File: config.mk
export PLATFORM = sky130hd
export DESIGN_NAME = pe_mask_stack
export DESIGN_NICKNAME = d
export VERILOG_FILES = /design/src/rtl/pe_mask_pkg.sv /design/src/rtl/mask_op_ctrl.sv /design/src/rtl/mask_bit_stack.sv /design/src/rtl/pe_mask_stack.sv
export SDC_FILE = /design/constraint.sdc
export NUM_CORES = 1
export LEC_CHECK = 0
export BUFFER_PORTS_ARGS = -buffer_cell sky130_fd_sc_hd__buf_2
export CAP_MARGIN = 10
export CORE_UTILIZATION = 55
export DETAILED_ROUTE_END_ITERATION = 8
export PLACE_DENSITY = 0.79
export SLEW_MARGIN = 30
export SYNTH_ARGS = -nofsm -noshare
export SYNTH_HDL_FRONTEND = slang
export SYNTH_SLANG_ARGS = --single-unit
File: constraint.sdc
create_clock -name clk -period 2 [get_ports clk]
set_input_delay 0.3 -clock clk [delete_from_list [all_inputs] [get_ports clk]]
set_output_delay 0.3 -clock clk [all_outputs]
set_load 0.005 [all_outputs]
File: src/rtl/pe_mask_pkg.sv
package pe_mask_pkg;

  typedef enum logic [2:0] {
    MOP_NOP       = 3'd0,
    MOP_SET       = 3'd1,
    MOP_PUSH_AND  = 3'd2,
    MOP_POP       = 3'd3,
    MOP_REPLACE   = 3'd4,
    MOP_POP_RESP  = 3'd5,
    MOP_PUSH_RESP = 3'd6,
    MOP_RSVD      = 3'd7
  } mask_op_e;

  // Bit pushed by the AND-push: responder narrowed by current activity.
  function automatic logic narrow_bit(input logic resp, input logic top);
    return resp & top;
  endfunction

  // Execution gate: unmasked always runs, masked runs when active.
  function automatic logic gate_exec(input logic is_masked, input logic top);
    return (!is_masked) | top;
  endfunction

endpackage

File: src/rtl/mask_op_ctrl.sv
module mask_op_ctrl
  import pe_mask_pkg::*;
#(
  parameter int DEPTH = 16,
  localparam int DW = $clog2(DEPTH + 1)
) (
  input  logic          op_valid,
  input  logic [2:0]    op_code,
  input  logic [DW-1:0] depth,
  input  logic          top,
  input  logic          below,
  input  logic          resp,
  output logic          push_en,
  output logic          pop_en,
  output logic          wr_top_en,
  output logic          din,
  output logic          resp_wr_en,
  output logic          resp_wr_val,
  output logic          over_evt,
  output logic          under_evt
);

  mask_op_e op;
  logic     is_full;
  logic     is_single;

  always_comb begin
    op          = mask_op_e'(op_code);
    is_full     = (depth == DW'(DEPTH));
    is_single   = (depth == DW'(1));
    push_en     = 1'b0;
    pop_en      = 1'b0;
    wr_top_en   = 1'b0;
    din         = 1'b0;
    resp_wr_en  = 1'b0;
    resp_wr_val = 1'b0;
    over_evt    = 1'b0;
    under_evt   = 1'b0;
    if (op_valid) begin
      unique case (op)
        MOP_SET: begin
          wr_top_en = 1'b1;
          din       = 1'b1;
        end
        MOP_REPLACE: begin
          wr_top_en = 1'b1;
          din       = resp;
        end
        MOP_PUSH_AND, MOP_PUSH_RESP: begin
          if (is_full) begin
            over_evt = 1'b1;
          end else begin
            push_en = 1'b1;
            din     = (op == MOP_PUSH_AND) ? narrow_bit(resp, top) : resp;
            if (op == MOP_PUSH_AND) begin
              resp_wr_en  = 1'b1;
              resp_wr_val = narrow_bit(resp, top);
            end
          end
        end
        MOP_POP, MOP_POP_RESP: begin
          if (is_single) begin
            under_evt = 1'b1;
          end else begin
            pop_en = 1'b1;
            if (op == MOP_POP_RESP) begin
              resp_wr_en  = 1'b1;
              resp_wr_val = below;
            end
          end
        end
        default: ;
      endcase
    end
  end

endmodule

File: src/rtl/mask_bit_stack.sv
module mask_bit_stack #(
  parameter int DEPTH = 16,
  localparam int DW = $clog2(DEPTH + 1)
) (
  input  logic          clk,
  input  logic          rst_n,
  input  logic          push_en,
  input  logic          pop_en,
  input  logic          wr_top_en,
  input  logic          din,
  output logic          top,
  output logic          below,
  output logic [DW-1:0] depth
);

  // Entry 0 is always the top; pushes shift toward higher indices.
  logic [DEPTH-1:0] stk;
  logic [DW-1:0]    depth_q;

  for (genvar i = 0; i < DEPTH; i++) begin : g_entry
    if (i == 0) begin : g_top
      always_ff @(posedge clk or negedge rst_n) begin
        if (!rst_n)                  stk[i] <= 1'b1;
        else if (push_en || wr_top_en) stk[i] <= din;
        else if (pop_en)             stk[i] <= stk[i+1];
      end
    end else if (i == DEPTH - 1) begin : g_last
      always_ff @(posedge clk or negedge rst_n) begin
        if (!rst_n)       stk[i] <= 1'b0;
        else if (push_en) stk[i] <= stk[i-1];
        else if (pop_en)  stk[i] <= 1'b0;
      end
    end else begin : g_mid
      always_ff @(posedge clk or negedge rst_n) begin
        if (!rst_n)       stk[i] <= 1'b0;
        else if (push_en) stk[i] <= stk[i-1];
        else if (pop_en)  stk[i] <= stk[i+1];
      end
    end
  end

  always_ff @(posedge clk or negedge rst_n) begin
    if (!rst_n)       depth_q <= DW'(1);
    else if (push_en) depth_q <= depth_q + DW'(1);
    else if (pop_en)  depth_q <= depth_q - DW'(1);
  end

  assign top   = stk[0];
  assign below = stk[1];
  assign depth = depth_q;

  assert_depth_bounds_R10: assert property (@(posedge clk) disable iff (!rst_n)
    (depth_q >= DW'(1)) && (depth_q <= DW'(DEPTH)));

  assert_push_grows_R5: assert property (@(posedge clk) disable iff (!rst_n)
    push_en |=> (depth_q == $past(depth_q) + DW'(1)) && (stk[0] == $past(din)));

  assert_pop_shrinks_R7: assert property (@(posedge clk) disable iff (!rst_n)
    pop_en |=> (depth_q == $past(depth_q) - DW'(1)) && (stk[0] == $past(stk[1])));

  assert_no_pop_at_one_R11: assert property (@(posedge clk) disable iff (!rst_n)
    pop_en |-> depth_q > DW'(1));

endmodule

File: src/rtl/pe_mask_stack.sv
module pe_mask_stack
  import pe_mask_pkg::*;
#(
  parameter int DEPTH = 16,
  localparam int DW = $clog2(DEPTH + 1)
) (
  input  logic          clk,
  input  logic          rst_n,
  input  logic          op_valid,
  input  logic [2:0]    op_code,
  input  logic          resp_load,
  input  logic          resp_in,
  input  logic          masked,
  output logic          exec_en,
  output logic          top_bit,
  output logic          resp_q,
  output logic [DW-1:0] depth,
  output logic          stk_err
);

  logic push_en, pop_en, wr_top_en, din;
  logic resp_wr_en, resp_wr_val, over_evt, under_evt;
  logic top, below;
  logic resp_r, err_r;

  mask_op_ctrl #(.DEPTH(DEPTH)) u_ctrl (
    .op_valid    (op_valid),
    .op_code     (op_code),
    .depth       (depth),
    .top         (top),
    .below       (below),
    .resp        (resp_r),
    .push_en     (push_en),
    .pop_en      (pop_en),
    .wr_top_en   (wr_top_en),
    .din         (din),
    .resp_wr_en  (resp_wr_en),
    .resp_wr_val (resp_wr_val),
    .over_evt    (over_evt),
    .under_evt   (under_evt)
  );

  mask_bit_stack #(.DEPTH(DEPTH)) u_stack (
    .clk       (clk),
    .rst_n     (rst_n),
    .push_en   (push_en),
    .pop_en    (pop_en),
    .wr_top_en (wr_top_en),
    .din       (din),
    .top       (top),
    .below     (below),
    .depth     (depth)
  );

  always_ff @(posedge clk or negedge rst_n) begin
    if (!rst_n)          resp_r <= 1'b0;
    else if (resp_wr_en) resp_r <= resp_wr_val;
    else if (resp_load)  resp_r <= resp_in;
  end

  always_ff @(posedge clk or negedge rst_n) begin
    if (!rst_n)                    err_r <= 1'b0;
    else if (over_evt || under_evt) err_r <= 1'b1;
  end

  assign exec_en = gate_exec(masked, top);
  assign top_bit = top;
  assign resp_q  = resp_r;
  assign stk_err = err_r;

  assert_unmasked_runs_R2: assert property (@(posedge clk) disable iff (!rst_n)
    !masked |-> exec_en);

  assert_masked_follows_top_R3: assert property (@(posedge clk) disable iff (!rst_n)
    masked |-> (exec_en == top_bit));

  assert_set_forces_top_R4: assert property (@(posedge clk) disable iff (!rst_n)
    (op_valid && op_code == 3'd1) |=> top_bit && $stable(depth));

  assert_no_overflow_R10: assert property (@(posedge clk) disable iff (!rst_n)
    over_evt |=> stk_err && $stable(depth) && $stable(top_bit));

  assert_no_underflow_R11: assert property (@(posedge clk) disable iff (!rst_n)
    under_evt |=> stk_err && (depth == DW'(1)) && $stable(top_bit));

  assert_err_sticky_R12: assert property (@(posedge clk) disable iff (!rst_n)
    stk_err |=> stk_err);

endmodule

After elaboration in Yosys (flattened, before gate mapping)
Index checks and enable logic that the tools add are counted.
- bits in registers: 23
- input bits: 9
- output and inout bits: 9
- word-level logic and storage cells: 106
- add/subtract/negate cells: 2
- equality and inequality tests: 8
- mux-type cells: 66
- bitwise logic cells: 2
- reductions and logical operators: 9
- operators with widths (cell ; number):
    two-way mux 1 bit ; 61
    two-way mux 5 bit ; 2
    equality test 3 bit (second input constant) ; 3
    equality test 3 x 2 -> 1 bit (second input constant) ; 2
    nonzero test 2 bit ; 3
    OR reduction 2 bit ; 3
    adder 5 x 1 -> 5 bit (second input constant) ; 1
    equality test 5 x 1 -> 1 bit (second input constant) ; 1
    equality test 5 bit (second input constant) ; 1
    subtractor 5 x 1 -> 5 bit (second input constant) ; 1
    case mux 1 bit (2 select lines) ; 2
    equality test 3 x 1 -> 1 bit (second input constant) ; 1
    case mux 1 bit (3 select lines) ; 1
    logical OR 1 bit ; 2
    bitwise AND 1 bit ; 1
    logical NOT 1 bit ; 1
    bitwise OR 1 bit ; 1

Longest topological paths before layout
Gate-level depths: netlist (run 1).
- word-level depth: 6
- gate-level depth with buffers: 8
- depth with buffers taken out: 6

Modules after synthesis
Synthesis (run 1) repeated with hierarchy kept, for this count alone.
- cells, all modules: 137
- area, all modules: 1363.8 um^2
- by module, submodules not included (module ; times used ; cells each ; area an instance (um^2) ; seq. area each (um^2)):
    mask_bit_stack ; 1 ; 100 ; 1066.0 ; 528.0
    mask_op_ctrl ; 1 ; 30 ; 216.5 ; 0.0
    pe_mask_stack ; 1 ; 7 ; 81.3 ; 50.0

Worst setup path before layout (run 1)
Ideal clock, no wire load.
- path type: reg-to-reg
- start point: register u_stack.depth_q[0] (netlist: u_stack.depth[0])
- end point: register u_stack.stk[1] (netlist: u_stack.below)
- setup time: 0.126 ns
- arrival time: 1.633 ns
- data required time: 1.874 ns
- slack: 0.241 ns
- stages on the path, launching flop included: 8
- path buffers: 1
- clock period less this slack: 1.759 ns
- cells stage by stage: dfstp_2 > inv_1 > ha_1 > nand4bb_1 > and3_1 > buf_4 > nor3_1 > a221o_1
- cells in the longest elaborated chain, start to end: 5
- elaborated cells between the ends (all ways): 10
- those cells by class: eq/ne (2); mux (7); reduce/logical (1)
- RTL lines (item ; RTL line ; text):
    start: declaration ; mask_bit_stack.sv:18 ; logic [DW-1:0] depth_q;
    start signal: assignment ; mask_bit_stack.sv:44 ; else if (push_en) depth_q <= depth_q + DW'(1);
    start signal: assignment ; mask_bit_stack.sv:45 ; else if (pop_en) depth_q <= depth_q - DW'(1);
    equality test 5 bit / equality test 5 x 1 -> 1 bit (equally long branches) ; mask_op_ctrl.sv:29, mask_op_ctrl.sv:30 ;
    two-way mux 1 bit, on equally long branches ; mask_op_ctrl.sv:50, mask_op_ctrl.sv:62 ;
    two-way mux 1 bit ; mask_op_ctrl.sv:40 ; unique case (op)
    two-way mux 1 bit ; mask_op_ctrl.sv:39 ; if (op_valid) begin
    two-way mux 1 bit / nonzero test 2 bit (equally long branches) ; -- ;
    end signal: indexed assignment ; mask_bit_stack.sv:36 ; else if (push_en) stk[i] <= stk[i-1];
    end signal: indexed assignment ; mask_bit_stack.sv:37 ; else if (pop_en) stk[i] <= stk[i+1];
    end: declaration ; mask_bit_stack.sv:17 ; logic [DEPTH-1:0] stk;
Parallel ways exist; a longest one is shown, timed or not.
A chain may end at the register's enable or synchronous reset.

Worst setup path in the final report (run 1)
- start point: register u_stack.depth_q[0] (netlist: u_stack.depth[0])
- end point: register u_stack.stk[8]
Same word-level chain as after synthesis.

==> metrics.yaml, run 1 <==
yosys:
  ys_async_sr_fraction: 1.00
  yosys.area_share.simple: 0.233
  ys_ff_latch: 23
  synth_largest_area_cell: "dfrtp_1"
  syn_area_mm2: 0.00124
  ys_warn_count: 0
  ys_seq_area_frac: 0.465
  synth-edff-count: 0
  synth_compound_area_frac: 0.173
  synth_area_leaders: "dfrtp_1 42%, dfstp_2 4.2%, ha_1 4.0%, o22ai_1 4.0%, nand3_1 3.6%"
  synthCells: 124
  synth_fa_ha_area_frac: 0.0402
  yosysTopAreaCellShare: 0.423
  ys.flop_type: "dfrtp_1"
  ys_types: 37
  synth_nets: 137
  synthMuxAreaShare: 0.00905
  syn_area_per_cell_um2: 10.0
  synth_xor_area_frac: 0.0423
  synth_top_family_by_area: "simple AND/OR/NAND/NOR gates"
setup_path:
  rrSetupSlack_ps: 100
  rr_startpoint: "u_stack.depth[0]"
  critPathRequiredTime_ps: 2210
  criticalPathCategory: "reg2reg"
  cp-end-kind: "flip-flop"
  start_kind: "flip-flop"
  worstPathArrival_ps: 2110
  rr_worst_depth: 6
  path_max_fanout: 12
  r2r_end: "u_stack.stk[8]"
cells_and_area:
  diodes: 0
  area_delta_synth_final_pct: 15.8
  seq_area_um2: 578
  multi_input_area_um2: 624
  drive_above_1_share: 0.240
  fin_cells: 177
  nFillCells: 164
  nNetsFinal: 164
detailed_routing:
  viasPerCell: 6.01
  finalWirelength_um: 2580
  dr.first_iter.drc_count: 18
  drc: 0
  wl_per_cell_um: 14.6
  num_vias: 1064
  drtPass1Iterations: 4
  ant_nets: 0
clocking:
  clk_latency_ps: 310
  clock_path_buffers: 2
  clk_pin_slew_worst_paths_ps: 120
  cts_sinks: 23
  cts_root_buf: "clkbuf_4"
  cts_tree: "built"
  htree_levels: 1
  cts_buffers: 3
global_route:
  antenna_found_initial: 0
  grt_pass1_vias: 988
  grt-ovfl-total: 0
  grt_max_degree: 24
  grt_pass1_wl_um: 4320
  grt.total_usage: 0.233
pwr:
  p_leak_nw: 0.677
  p_seq_frac: 0.520
  peakVddDrop_mv: 0.752
  swShare: 0.374
  pwr-share-clk: 0.118
  p_int_w: 0.00112
  combinationalPowerShare: 0.363
  switchingPower_w: 0.000669
  cellPowerDensity_mw_per_mm2: 1240
timing:
  finalCritPeriodShare: 0.949
  rsz0062_at_grt: "false"
  slew_viol_final: 0
  fmaxAchievable_mhz: 527
  fin_skew_ps: 3.38
  final.min_clock_period_ps: 1900
  final_hold_viol_count: 0
  worst_pin_slew_ps: 522
  setup_tns_ps: 0
  slew_headroom: 0.649
  finalSetupViolCount: 0
hold_path:
  min_to: "stk_err"
  hold_class: "in2reg"
  holdCritStartpoint: "op_valid"
  whs_path_depth: 2
die:
  dieArea_mm2: 0.00246
  initial_core_util: 0.609
  die_height_um: 49.6
  io_pins: 18
  die_w_um: 49.6
  rows: 16
  core-area_mm2: 0.00204
placed_design:
  io_buffers: 17
  place_inst: 170
  place_hpwl_um: 1830
  routabilityCongestion: 0.843
outcome:
  status: "completed"
job:
  drv_cap: 0
-- cell type report --
type                            instances  share of cell area
Multi-Input combinational cell         92               0.434
Sequential cell                        23               0.401
Timing Repair Buffer                   27               0.113
Tap cell                               27              0.0235
Clock buffer                            4              0.0182
Inverter                                4              0.0104
-- power groups by stage --
stage               logic [W]  clock network [W]  registers, W
finish               0.000649           0.000210      0.000929
global route         0.000717           0.000246      0.000958
CTS                  0.000618           0.000219      0.000934
detailed placement   0.000613                  0      0.000940
global placement     0.000595                  0      0.000929
floorplan            0.000407                  0      0.000900
-- timing repair --
| action | 4_1_cts | 5_1_grt |
|---|---|---|
| hold buffers | 1 | 0 |
| resized for setup | 0 | 2 |
| endpoints found under the hold margin | 21 | 0 |
| setup endpoints to repair | 0 | 9 |
| buffers inserted | 0 | 2 |
-- cell usage in the layout, fill, tap and decap left out, types with 3 or more instances in the layout --
cell and count:
xor2_1 4, buf_2 17, nand3_1 9, nand2_1 9, nor2_1 9, ha_1 4
buf_4 9, a21o_1 6, or3_1 3, nor3_1 9, o21ai_0 3, o22ai_1 8
clkbuf_4 3, a22o_1 4, dfrtp_1 21, inv_1 4
-- synth_stat cells, types with 2 or more instances --
cell type,count
ha_1,4
or3_1,3
nand3_1,9
and3_1,2
nor3_1,9
o211ai_1,2
o22ai_1,8
xnor2_1,2
buf_4,3
dfstp_2,2
inv_1,4
a22o_1,4
a21o_1,6
xor2_1,4
dfrtp_1,21
nand2_1,9
nor2_1,9
o21ai_0,3
nand2b_1,2
-- logic make-up (layout without fill, tap and decap cells) --
logic type,Yosys count,count (layout)
xor+xnor,6,6
flops,23,23
buf+inv,9,35
mux,1,1
simple gates,51,51
fa+ha+maj,4,4
compound gates,30,30
-- layer usage --
metal / track usage / up-vias / wire (um)
met4: 0.0524 / 0 / 14
met5: 0 / - / 0
met1: 0.303 / 521 / 1220
met3: 0.0772 / 2 / 124
met2: 0.374 / 29 / 1220
li1: - / 512 / -
-- through the flow --
stage | setup WS (ps) | area (um2) | hold WS [ps] | util | power [W]
final | 103 | 1440 | 255 | 0.705 | 0.00179
after global routing | 30.4 | 1440 | 229 | 0.705 | 0.00192
after CTS | 51.2 | 1420 | 242 | 0.695 | 0.00177
after detailed placement | 88.8 | 1380 | 301 | 0.678 | 0.00155
after global placement | 113 | 1380 | 295 | 0.678 | 0.00152
after floorplan | 241 | 1240 | 4.41 | - | 0.00131
-- worst max-delay path: stages (launching register included) --
cell,delay (ps)
dfstp_2,600
ha_1,180
nor4b_4,340
nor3_4,130
buf_4,210
a22o_1,190
a21o_1,150
-- worst max path at each step --
stage / start / to / slack (ps) / cells after the start
6_report: u_stack.depth[0] / u_stack.stk[8] / 100 / 6
3_3_place_gp: u_stack.depth[1] / u_stack.stk[8] / 110 / 7
5_1_grt: u_stack.depth[0] / u_stack.stk[8] / 30 / 6
3_5_place_dp: u_stack.depth[0] / u_stack.stk[8] / 90 / 6
4_1_cts: u_stack.depth[1] / u_stack.stk[8] / 50 / 7
2_1_floorplan: u_stack.depth[0] / u_stack.below / 240 / 7
-- sequential cells by signal (all words and copies together), names as in the netlist --
signal	cells
u_stack.below	1
stk_err	1
u_stack.stk	14
u_stack.depth	5
resp_q	1
u_stack.top	1
Power figures use the tool's default switching activity.
==> run 2: changes to the inputs <==
--- a/constraint.sdc
+++ b/constraint.sdc
@@ -3,2 +3,2 @@
 set_output_delay 0.3 -clock clk [all_outputs]
-set_load 0.005 [all_outputs]
+set_load 0.1 [all_outputs]
==> run 2 against run 1 <==
  * Register-to-register slack lost 20 ps
  * Largest power group is now combinational logic
  * First-iteration DRC count grew 140%
  * Clock skew grew 2.3 ps
  * Core utilization shrank 0.12 points
  * Hold slack lost 10 ps
  * Routed wire length shrank 6.4%
  * Non-clock buffer count shrank 5
  * Largest cell class unchanged
==> metrics.yaml, run 2 (same netlist as run 1, synthesis figures left out) <==
setup_path:
  cp_slowest_cell: "dfstp_4"
  critPathRequiredTime_ps: 2210
  worstPathArrival_ps: 2130
  path_max_fanout: 13
  path_cells: "ha_1, nor4b_4, nor3_4, buf_12, a22o_1, a21o_1"
  start_kind: "flip-flop"
  slowest_delay_ps: 670
  cp-end-kind: "flip-flop"
  criticalPathCategory: "reg2reg"
pwr:
  peakVddDrop_mv: 1.52
  p_seq_frac: 0.407
  p_leak_nw: 0.655
  p_int_w: 0.00113
  switchingPower_w: 0.00123
  swShare: 0.523
  combinationalPowerShare: 0.502
  pwr-share-clk: 0.090
  cellPowerDensity_mw_per_mm2: 1640
  p_total_w: 0.00236
clocking:
  clk_latency_ps: 310
  cts_tree: "built"
  cts_root_buf: "clkbuf_4"
  clock_path_buffers: 2
  clk_pin_slew_worst_paths_ps: 130
  cts_buffers: 3
  htree_levels: 1
  cts_sinks: 23
cells_and_area:
  mostFrequentLayoutCells: "17 x buf_2, 17 x dfrtp_1, 9 x nand2_1, 9 x nand3_1, 9 x nor3_1"
  drive_above_1_share: 0.283
  largest_reg_flops: 14
  diodes: 0
  regMostFlops: "u_stack.stk"
  area_delta_synth_final_pct: 15.6
  nNetsFinal: 159
hold_path:
  hold_class: "in2reg"
timing:
  finalWorstSetupSlack_ps: 83.6
  slew_headroom: 0.664
  final.min_clock_period_ps: 1920
  finalCritPeriodShare: 0.958
  slew_viol_final: 0
  final_hold_viol_count: 0
  finalSetupViolCount: 0
  fin_skew_ps: 5.73
  setup_tns_ps: 0
  fmaxAchievable_mhz: 522
  worst_pin_slew_ps: 501
global_route:
  grt_max_degree: 24
  grt_pass1_wl_um: 4230
  antenna_found_initial: 0
  grt.total_usage: 0.220
  grt-ovfl-total: 0
  grt_pass1_vias: 928
job:
  drv_cap: 0
detailed_routing:
  finalWirelength_um: 2410
  dr.first_iter.drc_count: 44
  viasPerCell: 5.91
  wl_per_cell_um: 14.0
  num_vias: 1017
  drc: 0
  ant_nets: 0
  drtPass1Iterations: 4
placed_design:
  place_hpwl_um: 1720
  dp_slack_ps: 54.2
  io_buffers: 17
  routabilityCongestion: 0.854
die:
  die_height_um: 49.6
  die_w_um: 49.6
  core-area_mm2: 0.00204
  initial_core_util: 0.609
  rows: 16
  io_pins: 18
  dieArea_mm2: 0.00246
outcome:
  status: "completed"
[run 2: cell count changes in the layout (fill, tap and decap cells not counted), sizes merged]
cell    before  now
clkbuf       4    3
clkinv       0    1
buf         26   21
[run 2: worst max-delay path: cells and delay by family, from the launching register on]
family,cells,cell delay [ps]
buffers and inverters,1,170
AOI/OAI and AO/OA,2,330
and+or+nand+nor,2,490
adders and majority gates,1,150
DFF,1,670
[run 2: power groups by stage]
| stage | clock network [W] | registers [W] | logic, W |
|---|---|---|---|
| 2_1_floorplan | 0 | 0.00146 | 0.000441 |
| 3_3_place_gp | 0 | 0.000959 | 0.00115 |
| 3_5_place_dp | 0 | 0.000968 | 0.00116 |
| 4_1_cts | 0.000225 | 0.000958 | 0.00117 |
| 5_1_grt | 0.000239 | 0.000998 | 0.00126 |
| 6_report | 0.000213 | 0.000961 | 0.00119 |
[run 2: area by class of cell]
| cell class | count | area, um2 |
|---|---|---|
| clock buffer | 3 | 22.5 |
| multi-input combinational | 92 | 634 |
| fill | 168 | 604 |
| tap | 27 | 33.8 |
| inverter | 4 | 15.0 |
| sequential | 23 | 589 |
| clock inverter | 1 | 5.00 |
| timing repair buffer | 22 | 138 |
[run 2: final timing paths]
kind / depth (start not counted) / to / slack (ps) / from
max: 6 / u_stack.stk[8] / 80 / u_stack.depth[0]
min: 2 / stk_err / 240 / op_valid
max reg2reg: 6 / u_stack.stk[8] / 80 / u_stack.depth[0]
min reg2reg: 1 / stk_err / 460 / stk_err
max in group asynchronous: 2 / u_stack.depth[1] / 1150 / rst_n
min in group asynchronous: 2 / stk_err / 470 / rst_n
[run 2: routing by layer]
layer  vias up  GRT usage  wire length, um
li1        506          -                -
met1       483      0.347             1240
met2        26      0.313             1050
met3         2     0.0370              100
met4         0     0.0476               14
met5         -          0                0
[run 2: what timing repair did]
item	in CTS	in global routing
gates resized for setup	0	3
hold buffers	1	0
setup buffers	0	1
hold endpoints to repair	21	0
setup endpoints to repair	0	15
[run 2: through the flow]
step                hold WS (ps)  instance area [um2]  utilization  std cells
floorplan                   4.41                 1260            -        124
global placement             285                 1390        0.678        166
detailed placement           301                 1390        0.678        166
CTS                          234                 1420        0.697        171
global route                 239                 1440        0.704        172
finish                       244                 1440        0.704        172
==> run 3: changes to the inputs <==
ABC_AREA = 1   (was not set)
CORE_UTILIZATION = 58   (was 55)
PLACE_DENSITY = 0.81   (was 0.79)
==> run 3 against run 2 <==
  * Via count is 37% higher
  * Sequential cell count stayed put
  * Critical path depth is 1 higher
  * Register-to-register slack better by 80 ps
  * Clock power hardly changed
  * Synthesized area is 29% higher
  * Die area is 22% higher
  * Routed wire length is 27% higher
  * First-iteration DRC count is 34% lower
  * Worst setup slack better by 85 ps
  * Largest cell class unchanged
==> metrics.yaml, run 3 <==
cells_and_area:
  mostFrequentLayoutCells: "87 x nand2_1, 28 x nand3_1, 20 x dfrtp_1"
  fin_cells: 265
  nNetsFinal: 249
  largest_reg_flops: 14
  drive_above_1_share: 0.230
  area_delta_synth_final_pct: 7.17
  regMostFlops: "u_stack.stk"
  post-route-util: 0.677
  diodes: 0
  layout_commonest_cell: "nand2_1"
global_route:
  grt-ovfl-total: 0
  grt_max_degree: 28
  grt_pass1_wl_um: 5010
  grt.total_usage: 0.236
  antenna_found_initial: 0
  grt_pass1_vias: 1228
detailed_routing:
  ant_nets: 0
  dr.first_iter.drc_count: 29
  drc: 0
  viasPerCell: 5.27
  drtPass1Iterations: 4
  num_vias: 1397
  finalWirelength_um: 3050
  wl_per_cell_um: 11.5
yosys:
  synth.most_common_cell: "nand2_1"
  synthCells: 216
  syn_area_per_cell_um2: 7.44
  synthTopCellsByCount: "87 x nand2_1, 28 x nand3_1, 21 x dfrtp_1"
  ys_warn_count: 0
  synth_area_leaders: "dfrtp_1 33%, nand2_1 20%, nand3_1 8.7%, inv_1 4.2%, dfstp_2 3.3%"
  ys_ff_latch: 23
  synth-edff-count: 0
  ys_seq_area_frac: 0.360
  synth_largest_area_cell: "dfrtp_1"
  ys_types: 26
  syn_area_mm2: 0.00161
  ys.flop_type: "dfrtp_1"
  ys_async_sr_fraction: 1.00
  yosysTopAreaCellShare: 0.327
  synth_nets: 229
pwr:
  peakVddDrop_mv: 1.35
  switchingPower_w: 0.00148
  p_seq_frac: 0.325
  combinationalPowerShare: 0.595
  pwr-share-clk: 0.080
  p_int_w: 0.00120
  swShare: 0.551
  cellPowerDensity_mw_per_mm2: 1560
  p_leak_nw: 0.921
setup_path:
  criticalPathCategory: "reg2reg"
  cp-end-kind: "flip-flop"
  worstPathArrival_ps: 2080
  start_kind: "flip-flop"
  path_max_fanout: 27
  rr_worst_depth: 7
  critPathRequiredTime_ps: 2250
clocking:
  clock_path_buffers: 2
  clk_pin_slew_worst_paths_ps: 120
  htree_levels: 1
  clk_latency_ps: 310
  cts_tree: "built"
  cts_root_buf: "clkbuf_4"
  ctsResizeCount: 0
  cts_buffers: 3
  cts_sinks: 23
timing:
  finalWorstSetupSlack_ps: 168
  slew_viol_final: 0
  finalCritPeriodShare: 0.916
  final_hold_viol_count: 0
  worst_pin_slew_ps: 506
  rsz0062_at_grt: "false"
  fmaxAchievable_mhz: 546
  setup_tns_ps: 0
  finalSetupViolCount: 0
  fin_skew_ps: 5.41
  slew_headroom: 0.663
  final.min_clock_period_ps: 1830
  hold_ws_ps: 314
hold_path:
  whs_path_depth: 4
  hold_class: "in2reg"
placed_design:
  dp_slack_ps: 198
  routabilityCongestion: 0.785
  place_hpwl_um: 2160
  io_buffers: 17
  place_inst: 260
die:
  rows: 18
  core-area_mm2: 0.00254
  dieArea_mm2: 0.00298
  io_pins: 18
  die_w_um: 54.6
  die_height_um: 54.6
  initial_core_util: 0.631
job:
  drv_cap: 0
outcome:
  status: "completed"
## run 3: cell count changes in the layout (fill, tap and decap cells not counted), moves of 6 or more
cell,previous run,this run
nand3_1,9,28
nand2_2,0,6
nand2_1,9,87
o22ai_1,8,0
inv_1,2,18
a21o_1,6,0
nand4_1,0,7
nor3_1,9,0
o21ai_1,0,6
## run 3: layer usage
layer  global-route usage  share of wire  up-vias
met2                0.402           0.46       17
li1                     -              -      730
met4               0.0897          0.013        0
met1                0.298           0.50      645
met5                    0              0        -
met3               0.0333          0.024        5
## run 3: through the flow
step                power, W  area (um2)
floorplan            0.00220        1610
global placement     0.00245        1680
detailed placement   0.00247        1680
CTS                  0.00269        1720
global route         0.00288        1720
finish               0.00268        1720
## run 3: repair_timing
| action | CTS | global route |
|---|---|---|
| hold buffers | 1 | 0 |
| setup buffers | 0 | 0 |
| endpoints found under the setup margin | 0 | 0 |
| endpoints found under the hold margin | 21 | 0 |
## run 3: logic make-up after synthesis
family / after synthesis / synth area share
adder cells (fa/ha/maj): 4 / 0.0312
multiplexers: 1 / 0.00701
AND/OR/NAND/NOR: 143 / 0.430
XOR/XNOR: 2 / 0.0109
AO/OA/AOI/OAI: 14 / 0.0553
flip-flops: 23 / 0.360
buffers and inverters: 29 / 0.106
## run 3: worst max-delay path, cell delays in order, from the launching register on
cell and delay, ps:
dfstp_4 670, inv_1 100, ha_1 240, nand3_2 110, nand2_4 190, nand2_4 300
nand2_1 110, o21ai_2 60
## run 3: path summary, 6_finish.rpt
path | from | endpoint | slack, ps
min reg2reg | stk_err | stk_err | 480
max in group asynchronous | rst_n | u_stack.depth[1] | 1160
max | u_stack.depth[0] | u_stack.depth[2] | 170
max reg2reg | u_stack.depth[0] | u_stack.depth[2] | 170
min in group asynchronous | rst_n | u_stack.stk[4] | 470
min | resp_in | resp_q | 310
## run 3: layout make-up
type	count	area [um2]
well taps	30	37.5
clock inverters	1	5.00
flip-flops and latches	23	583
fillers	234	823
clock buffers	3	22.5
multi-input cells	164	858
repair buffers	24	140
inverters	20	75.1
## run 3: power by group through the flow
stage / Sequential [W] / Combinational [W] / Clock, W
floorplan: 0.00136 / 0.000841 / 0
global placement: 0.000873 / 0.00158 / 0
detailed placement: 0.000879 / 0.00159 / 0
CTS: 0.000869 / 0.00160 / 0.000223
global route: 0.000895 / 0.00175 / 0.000241
finish: 0.000871 / 0.00159 / 0.000213
